## src/rtl/mdio_master.sv

```systemverilog
module mdio_master #(
  parameter int CLK_DIV = 40
) (
  input  logic        clk,
  input  logic        rst_n,
  input  logic [1:0]  cfg_sel,
  input  logic        cfg_we,
  input  logic [31:0] cfg_wdata,
  output logic [31:0] cfg_rdata,
  output logic        mdc,
  output logic        mdio_o,
  output logic        mdio_oe,
  input  logic        mdio_i
);
  localparam int HALF = CLK_DIV / 2;
  localparam int CW = (HALF > 1) ? $clog2(HALF) : 1;
  localparam logic [5:0] LAST_BIT = 6'd63;
  localparam logic [5:0] TA_BIT   = 6'd46;
  localparam logic [5:0] DATA_BIT = 6'd48;

  logic [4:0]    reg_a, phy_a;
  logic          op_rd, f_rd, en, busy;
  logic [15:0]   wd, rd, cap;
  logic [CW-1:0] cnt;
  logic [5:0]    bitn;
  logic [63:0]   sh;

  wire wr_desc = cfg_we && cfg_sel == 2'd0;
  wire wr_pay  = cfg_we && cfg_sel == 2'd1;
  wire wr_ctrl = cfg_we && cfg_sel == 2'd3;
  wire abort   = wr_ctrl && !cfg_wdata[3];
  wire start   = wr_ctrl && cfg_wdata[3] && cfg_wdata[0] && !busy;
  wire tick    = cnt == CW'(HALF - 1);

  always_ff @(posedge clk) begin
    if (!rst_n) begin
      reg_a <= '0; phy_a <= '0; op_rd <= 1'b0; wd <= '0; rd <= '0; cap <= '0;
      en <= 1'b0; busy <= 1'b0; mdc <= 1'b0; cnt <= '0; bitn <= '0;
      f_rd <= 1'b0; sh <= '1;
    end else begin
      if (wr_desc) {op_rd, phy_a, reg_a} <= cfg_wdata[10:0];
      if (wr_pay) wd <= cfg_wdata[15:0];
      if (wr_ctrl) en <= cfg_wdata[3];
      if (abort) begin
        busy <= 1'b0;
        mdc  <= 1'b0;
      end else if (start) begin
        busy <= 1'b1;
        mdc  <= 1'b0;
        cnt  <= '0;
        bitn <= '0;
        f_rd <= op_rd;
        sh   <= {32'hFFFF_FFFF, 2'b01, op_rd ? 2'b10 : 2'b01, phy_a, reg_a,
                 2'b10, op_rd ? 16'hFFFF : wd};
      end else if (busy) begin
        if (tick) begin
          cnt <= '0;
          mdc <= !mdc;
          if (!mdc) begin
            if (f_rd && bitn >= DATA_BIT) cap <= {cap[14:0], mdio_i};
          end else if (bitn == LAST_BIT) begin
            busy <= 1'b0;
            if (f_rd) rd <= cap;
          end else begin
            bitn <= bitn + 6'd1;
            sh   <= {sh[62:0], 1'b1};
          end
        end else begin
          cnt <= cnt + CW'(1);
        end
      end
    end
  end

  assign mdio_o  = busy ? sh[63] : 1'b1;
  assign mdio_oe = busy && !(f_rd && bitn >= TA_BIT);

  always_comb begin
    case (cfg_sel)
      2'd0:    cfg_rdata = {21'd0, op_rd, phy_a, reg_a};
      2'd1:    cfg_rdata = {16'd0, wd};
      2'd2:    cfg_rdata = {16'd0, rd};
      default: cfg_rdata = {28'd0, en, 2'b00, busy};
    endcase
  end
endmodule


```

## config.mk

```make
export PLATFORM = sky130hd
export DESIGN_NAME = mdio_master
export DESIGN_NICKNAME = d
export VERILOG_FILES = /design/src/rtl/mdio_master.sv
export SDC_FILE = /design/constraint.sdc
export NUM_CORES = 1
export LEC_CHECK = 0
export BUFFER_PORTS_ARGS = -buffer_cell sky130_fd_sc_hd__clkbuf_2
export CORE_MARGIN = 4
export CORE_UTILIZATION = 50
export CTS_CLUSTER_DIAMETER = 60
export DETAILED_ROUTE_END_ITERATION = 8
export PLACE_DENSITY = 0.78
export SYNTH_ARGS = -nofsm -noshare
export SYNTH_HDL_FRONTEND = slang
export SYNTH_SLANG_ARGS = --single-unit
```

## constraint.sdc

```tcl
create_clock -name clk -period 2.4 [get_ports clk]
set_input_delay 0.36 -clock clk [delete_from_list [all_inputs] [get_ports clk]]
set_output_delay 0.36 -clock clk [all_outputs]
set_load 0.02 [all_outputs]
```

; Word-level counts from Yosys, hierarchy flattened
; Index checks and enable logic that the tools add are counted.
[totals]
register_bits = 138
wordCells = 75
inputBits = 38
out_inout_bits = 35
[op_classes]
add_sub_neg = 2
n_lt_le_gt_ge = 2
reduce_logical = 26
mux = 22
bitwise_logic = 4
eq_ne = 6
[op_table]
columns = cell, count
row1 = $mux W64, 5
row2 = $pmux W16 S3, 1
row3 = $mux W6, 5
row4 = $mux W16, 1
row5 = $mux W5, 3
row6 = $ge A6 B6 Y1 const B, 2
row7 = $logic_and A1 B1 Y1, 10
row8 = $reduce_and A7 Y1, 1
row9 = $add A6 B1 Y6 const B, 1
row10 = $eq A6 B6 Y1 const B, 1
row11 = $mux W1, 6
row12 = $reduce_and A2 Y1, 3
row13 = $reduce_and A6 Y1, 1
row14 = $reduce_bool A2 Y1, 3
row15 = $add A5 B1 Y5 const B, 1
row16 = $eq A5 B5 Y1 const B, 1
row17 = $reduce_and A5 Y1, 1
row18 = $eq A2 B2 Y1 const B, 2
row19 = $logic_not A1 Y1, 4
row20 = $not A1 Y1, 4
row21 = $reduce_or A3 Y1, 1
row22 = $eq A2 B1 Y1 const B, 1
row23 = $logic_not A2 Y1, 1
row24 = $mux W2, 1
row25 = other kinds (2), 2

; Longest topological paths before layout
[logic_depth]
depth_word = 7
ltp_mapped = 9
mapped_depth_nobuf = 5

; Least setup slack after synthesis
; No wires, ideal clock.
[synth_timing]
path_type = register to register
from = register cnt[0]
to = register rd[11]
setup_time_ns = 0.072
n_path_buf = 2
setup_slack_ns = 0.377
t_required_ns = 2.328
synth_period_minus_slack_ns = 2.023
arrival_ns = 1.952
stages_incl_launch_ff = 8
path_cell_list = dfxtp_1 -> ha_1 -> nor4bb_1 -> buf_2 -> nand4b_4 -> nor4_4 -> buf_4 -> mux2i_1
[synth_via]
elab_chain_cells = 2
[synth_rtl]
columns = item, line
row1 = start: declaration, 24  ; logic [CW-1:0] cnt;
row2 = start signal: assignment, 69  ; cnt <= cnt + CW'(1);
row3 = $eq A5 B5 Y1, 33  ; wire tick = cnt == CW'(HALF - 1);
row4 = $reduce_and A7 Y1 (no source line), -
row5 = end signal: assignment, 63  ; if (f_rd) rd <= cap;
row6 = end: declaration, 23  ; logic [15:0] wd, rd, cap;
; Every way passes these cells.
; A chain may end at the register's enable or synchronous reset.

; Final worst setup path
[layout_timing]
from = register cnt[0]
to = register sh[31]
[layout_via]
elab_chain_cells = 3
[layout_rtl]
columns = item, line
row1 = $eq A5 B5 Y1, 33
row2 = $reduce_bool A2 Y1 (no source line), -
row3 = $reduce_and A5 Y1 (no source line), -
row4 = end signal: assignment, 53  ; sh <= {32'hFFFF_FFFF, 2'b01, op_rd ? 2'b10 : 2'b01, phy_a, reg_a,
row5 = end signal: assignment, 66  ; sh <= {sh[62:0], 1'b1};
row6 = end: declaration, 26  ; logic [63:0] sh;
; Every way passes these cells.

==> flow_summary_export.csv <==
group,metric,value,unit
status,outcome,"completed",
layout,final_layout_net_count,801,
power,total_leakage_power,2.871,nW
grt,via_count_of_the_first_global_routing_pass,5153,
logic_synthesis,syn-instance-count,745,
sta,report.final.setup_viol,0,
clock_network,clk_pin_slew,0.06,ns
logic_synthesis,seq_area_frac_synth,0.4275,
setup_path,crit_path_start_kind,"register",
power,pwr_density_cell,727.7,nW/um2
clock_network,clock-sinks,138,
sta,transition_at_the_pin_with_the_smallest_max_transition_slack,0.7026,ns
hold_path,min_to,"wd[11]",
logic_synthesis,netlist_area,6462,um2
clock_network,cts_buffer_depth,2,
setup_path,crit_path_cell_trace,"ha_1 > nor4bb_2 > buf_4 > o211ai_4 > a21o_2 > buf_4 > a211o_1",
logic_synthesis,netlist.top_cell.by_area,"sky130_fd_sc_hd__dfxtp_1",
run,max_cap_viol_count,0,
grt,antenna_found_initial,0,
grt,global_route.overflow_total,0,
drt,vias_per_cell,5.883,
setup_path,timing.critical_path.slowest_cell_delay,0.37,ns
grt,largest_net_degree_at_the_start_of_global_routing,129,
die,std_cell_rows,41,
placed_design,place_hpwl,9740,um
drt,final_antenna_net_count,0,
grt,grt_usage,0.2122,
setup_path,required_time_of_the_worst_setup_path,2.70,ns
die,fp.dieArea,14810,um2
setup_path,critical_path.endpoint_type,"register",
setup_path,path_max_fanout,33,
logic_synthesis,synth_top_family_by_area,"simple AND/OR/NAND/NOR gates",
hold_path,source_of_the_worst_hold_timing_path,"cfg_wdata[11]",
sta,fin_tns_setup,0,ns
layout,antenna-diode-count,0,
logic_synthesis,synth.avg_cell_area,8.674,um2
setup_path,crit-reg2reg-capture,"sh[31]",
drt,vias,5565,
placed_design,gpl.final_weighted_congestion,0.8995,
placed_design,post-place-ws,0.1834,ns
logic_synthesis,ys_warn_count,0,
die,io_pins,73,
clock_network,cts.htree.levels,4,
die,fp.dieH,121.7,um
sta,slew_headroom,0.5311,
placed_design,number_of_instances_in_the_placed_design,914,
hold_path,worstHoldPathCells,3,
logic_synthesis,synth_ff_type,"sky130_fd_sc_hd__dfxtp_1",
hold_path,hold_path_class,"primary input to register",
power,comb_power_share,0.051,
layout,fillCellCount,1072,
sta,finalWorstPathRequiredPeriod,2.231,ns
placed_design,port-buffer-count,40,
setup_path,crit_path_frequent_cell,"sky130_fd_sc_hd__buf_4",
sta,timing.final.ws_setup,0.1689,ns
sta,final_period_util,0.9296,
setup_path,startpoint,"cnt[0]",
power,switching_power,0.001233,W
drt,wl_per_cell,16.25,um
logic_synthesis,synth_top_area_frac,0.4275,
logic_synthesis,netlist_top_cells_count,"138 x sky130_fd_sc_hd__dfxtp_1, 116 x sky130_fd_sc_hd__nand2_1, 55 x sky130_fd_sc_hd__mux2i_1",
power,seq_power_share,0.432,
sta,drv_slew,0,
logic_synthesis,netlist_top_cells_area,"sky130_fd_sc_hd__dfxtp_1 43%, sky130_fd_sc_hd__mux2i_1 8.5%, sky130_fd_sc_hd__nand2_1 6.7%",
power,sw_frac_of_total,0.2287,
drt,dr_pass1_iterations,5,
power,fin_total_pwr,0.005393,W
setup_path,worstPathArrival,2.53,ns
clock_network,tritoncts,"built",
grt,grt_first_pass_wirelength,25500,um
clock_network,cts.root.buffer_cell,"sky130_fd_sc_hd__clkbuf_16",
setup_path,ff2ff_setup_slack,0.17,ns
logic_synthesis,synth_simple_gate_area_share,0.2014,
logic_synthesis,synth_fa_ha_area_frac,0.003872,
sta,finClkSkew,0.006340,ns
logic_synthesis,number_of_flip_flops_and_latches_in_the_synthesized_netlist,138,
setup_path,crit_type,"register to register",
die,start_util,0.5121,
setup_path,rr_startpoint,"cnt[0]",
clock_network,postCtsSetupRepairBufs,0,
layout,synthToLayoutAreaGrowth,14.68,%
logic_synthesis,synth_compound_area_frac,0.1504,
logic_synthesis,synthArstFlopShare,0,
power,fraction_of_power_consumed_by_the_clock_network,0.516,
layout,finish.cell_count_without_fillers,946,
clock_network,cts.repair.resized,0,
clock_network,insertion_delay,0.42,ns
drt,post-route-drc-count,0,
placed_design,dpl_cell_area,6766,um2
logic_synthesis,synth-xor-area-share,0.006776,
setup_path,slowest_cell_on_the_critical_path,"sky130_fd_sc_hd__dfxtp_1",
logic_synthesis,number_of_flops_mapped_to_enable_cells_by_yosys,0,
logic_synthesis,synth_most_common_cell,"sky130_fd_sc_hd__dfxtp_1",
layout,post_route_cells_drive_above_1_share,0.1628,
die,core,12620,um2
logic_synthesis,yosys_cell_types,55,
logic_synthesis,post_synth_mux_area_share,0.1195,
sta,maxClockFrequency,448.2,MHz
power,p_int,0.004159,W
power,power.ir.vdd_worst,0.5021,mV
layout,postLayoutCellArea,7411,um2
sta,rsz0062_at_grt,"false",
sta,timing_hold_violations_final,0,
drt,detailedRoute.firstIterationViolations,519,
clock_network,post_cts_hold_buffer_count,0,
setup_path,rr_worst_depth,7,
clock_network,cts-buffers-inserted,17,
die,horizontal_die_dimension,121.7,um
drt,drt_wl_total,15380,um
stage by stage:
step | utilization | hold WS, ns
2_1_floorplan | - | 0.4269
3_3_place_gp | 0.5362 | 0.4368
3_5_place_dp | 0.5362 | 0.4466
4_1_cts | 0.5866 | 0.1488
5_1_grt | 0.5873 | 0.1736
6_report | 0.5873 | 0.1619
layout make-up:
class / instances / area [um2] / area share
sequential: 138 / 2763 / 0.3728
multi-input combinational: 498 / 3201 / 0.4319
timing repair buffer: 69 / 457.9 / 0.06179
clock inverter: 14 / 196.4 / 0.02651
tap: 172 / 215.2 / 0.02904
clock buffer: 18 / 439.2 / 0.05926
inverter: 37 / 138.9 / 0.01874
routing by layer:
metal  part of all wire  global-route usage  wire length (um)  vias up
li1                   -                   -                 -     2667
met1               0.44              0.2853              6729     2639
met2               0.48              0.3361              7400      231
met3              0.065             0.04596              1006       28
met4              0.016             0.07983               240        0
met5                  0                   0                 0        -
power groups by stage:
stage          clock, W  combinational (W)  sequential (W)
2_1_floorplan         0           0.000211         0.00237
3_3_place_gp          0           0.000264         0.00238
3_5_place_dp          0           0.000271         0.00238
4_1_cts         0.00282           0.000272         0.00233
5_1_grt         0.00291           0.000300         0.00233
6_report        0.00278           0.000278         0.00233
flip-flops by register name, summed over array words and instances, names as in the netlist:
register	flops
mdc	1
busy	1
cnt	5
phy_a	5
sh	64
wd	16
reg_a	5
bitn	6
op_rd	1
f_rd	1
en	1
rd	16
cap	16
cells in the final DEF, fill, tap and decap left out, types with 8 or more instances in the layout:
cell type,synthesis,final
sky130_fd_sc_hd__conb_1,1,16
sky130_fd_sc_hd__dfxtp_1,138,138
sky130_fd_sc_hd__mux2i_1,55,55
sky130_fd_sc_hd__a31oi_1,34,34
sky130_fd_sc_hd__a2111oi_0,15,13
sky130_fd_sc_hd__clkbuf_16,0,17
sky130_fd_sc_hd__nand2_1,116,116
sky130_fd_sc_hd__a21oi_1,37,37
sky130_fd_sc_hd__o21ai_0,23,23
sky130_fd_sc_hd__mux2_4,8,8
sky130_fd_sc_hd__nor4_1,52,52
sky130_fd_sc_hd__buf_4,18,27
sky130_fd_sc_hd__nand2b_1,14,14
sky130_fd_sc_hd__nor2_1,21,20
sky130_fd_sc_hd__inv_1,37,37
sky130_fd_sc_hd__nand3_1,27,27
sky130_fd_sc_hd__clkbuf_2,0,39
sky130_fd_sc_hd__a211o_1,17,17
cell families after synthesis:
family          count (synthesis)
simple gates                  258
compound gates                147
flops                         138
buf+inv                       124
mux                            70
xor+xnor                        5
fa+ha+maj                       2
other cells                     1
worst max-delay path by stage:
stage	endpoint	slack, ns	cells after the start
after detailed placement	wd[12]	0.18	6
after global placement	wd[13]	0.27	6
final	sh[31]	0.17	7
after floorplan	rd[11]	0.38	7
after CTS	sh[31]	0.15	7
after global routing	sh[31]	0.03	7
worst max-delay path, delay by kind of cell, from the launching register on:
kind	cells	cell delay [ns]
AO/OA/AOI/OAI	3	0.75
buffers and inverters	2	0.48
flip-flops	1	0.37
AND/OR/NAND/NOR	1	0.30
adder cells (fa/ha/maj)	1	0.20
Note: power is estimated with default switching activity, not from simulation.
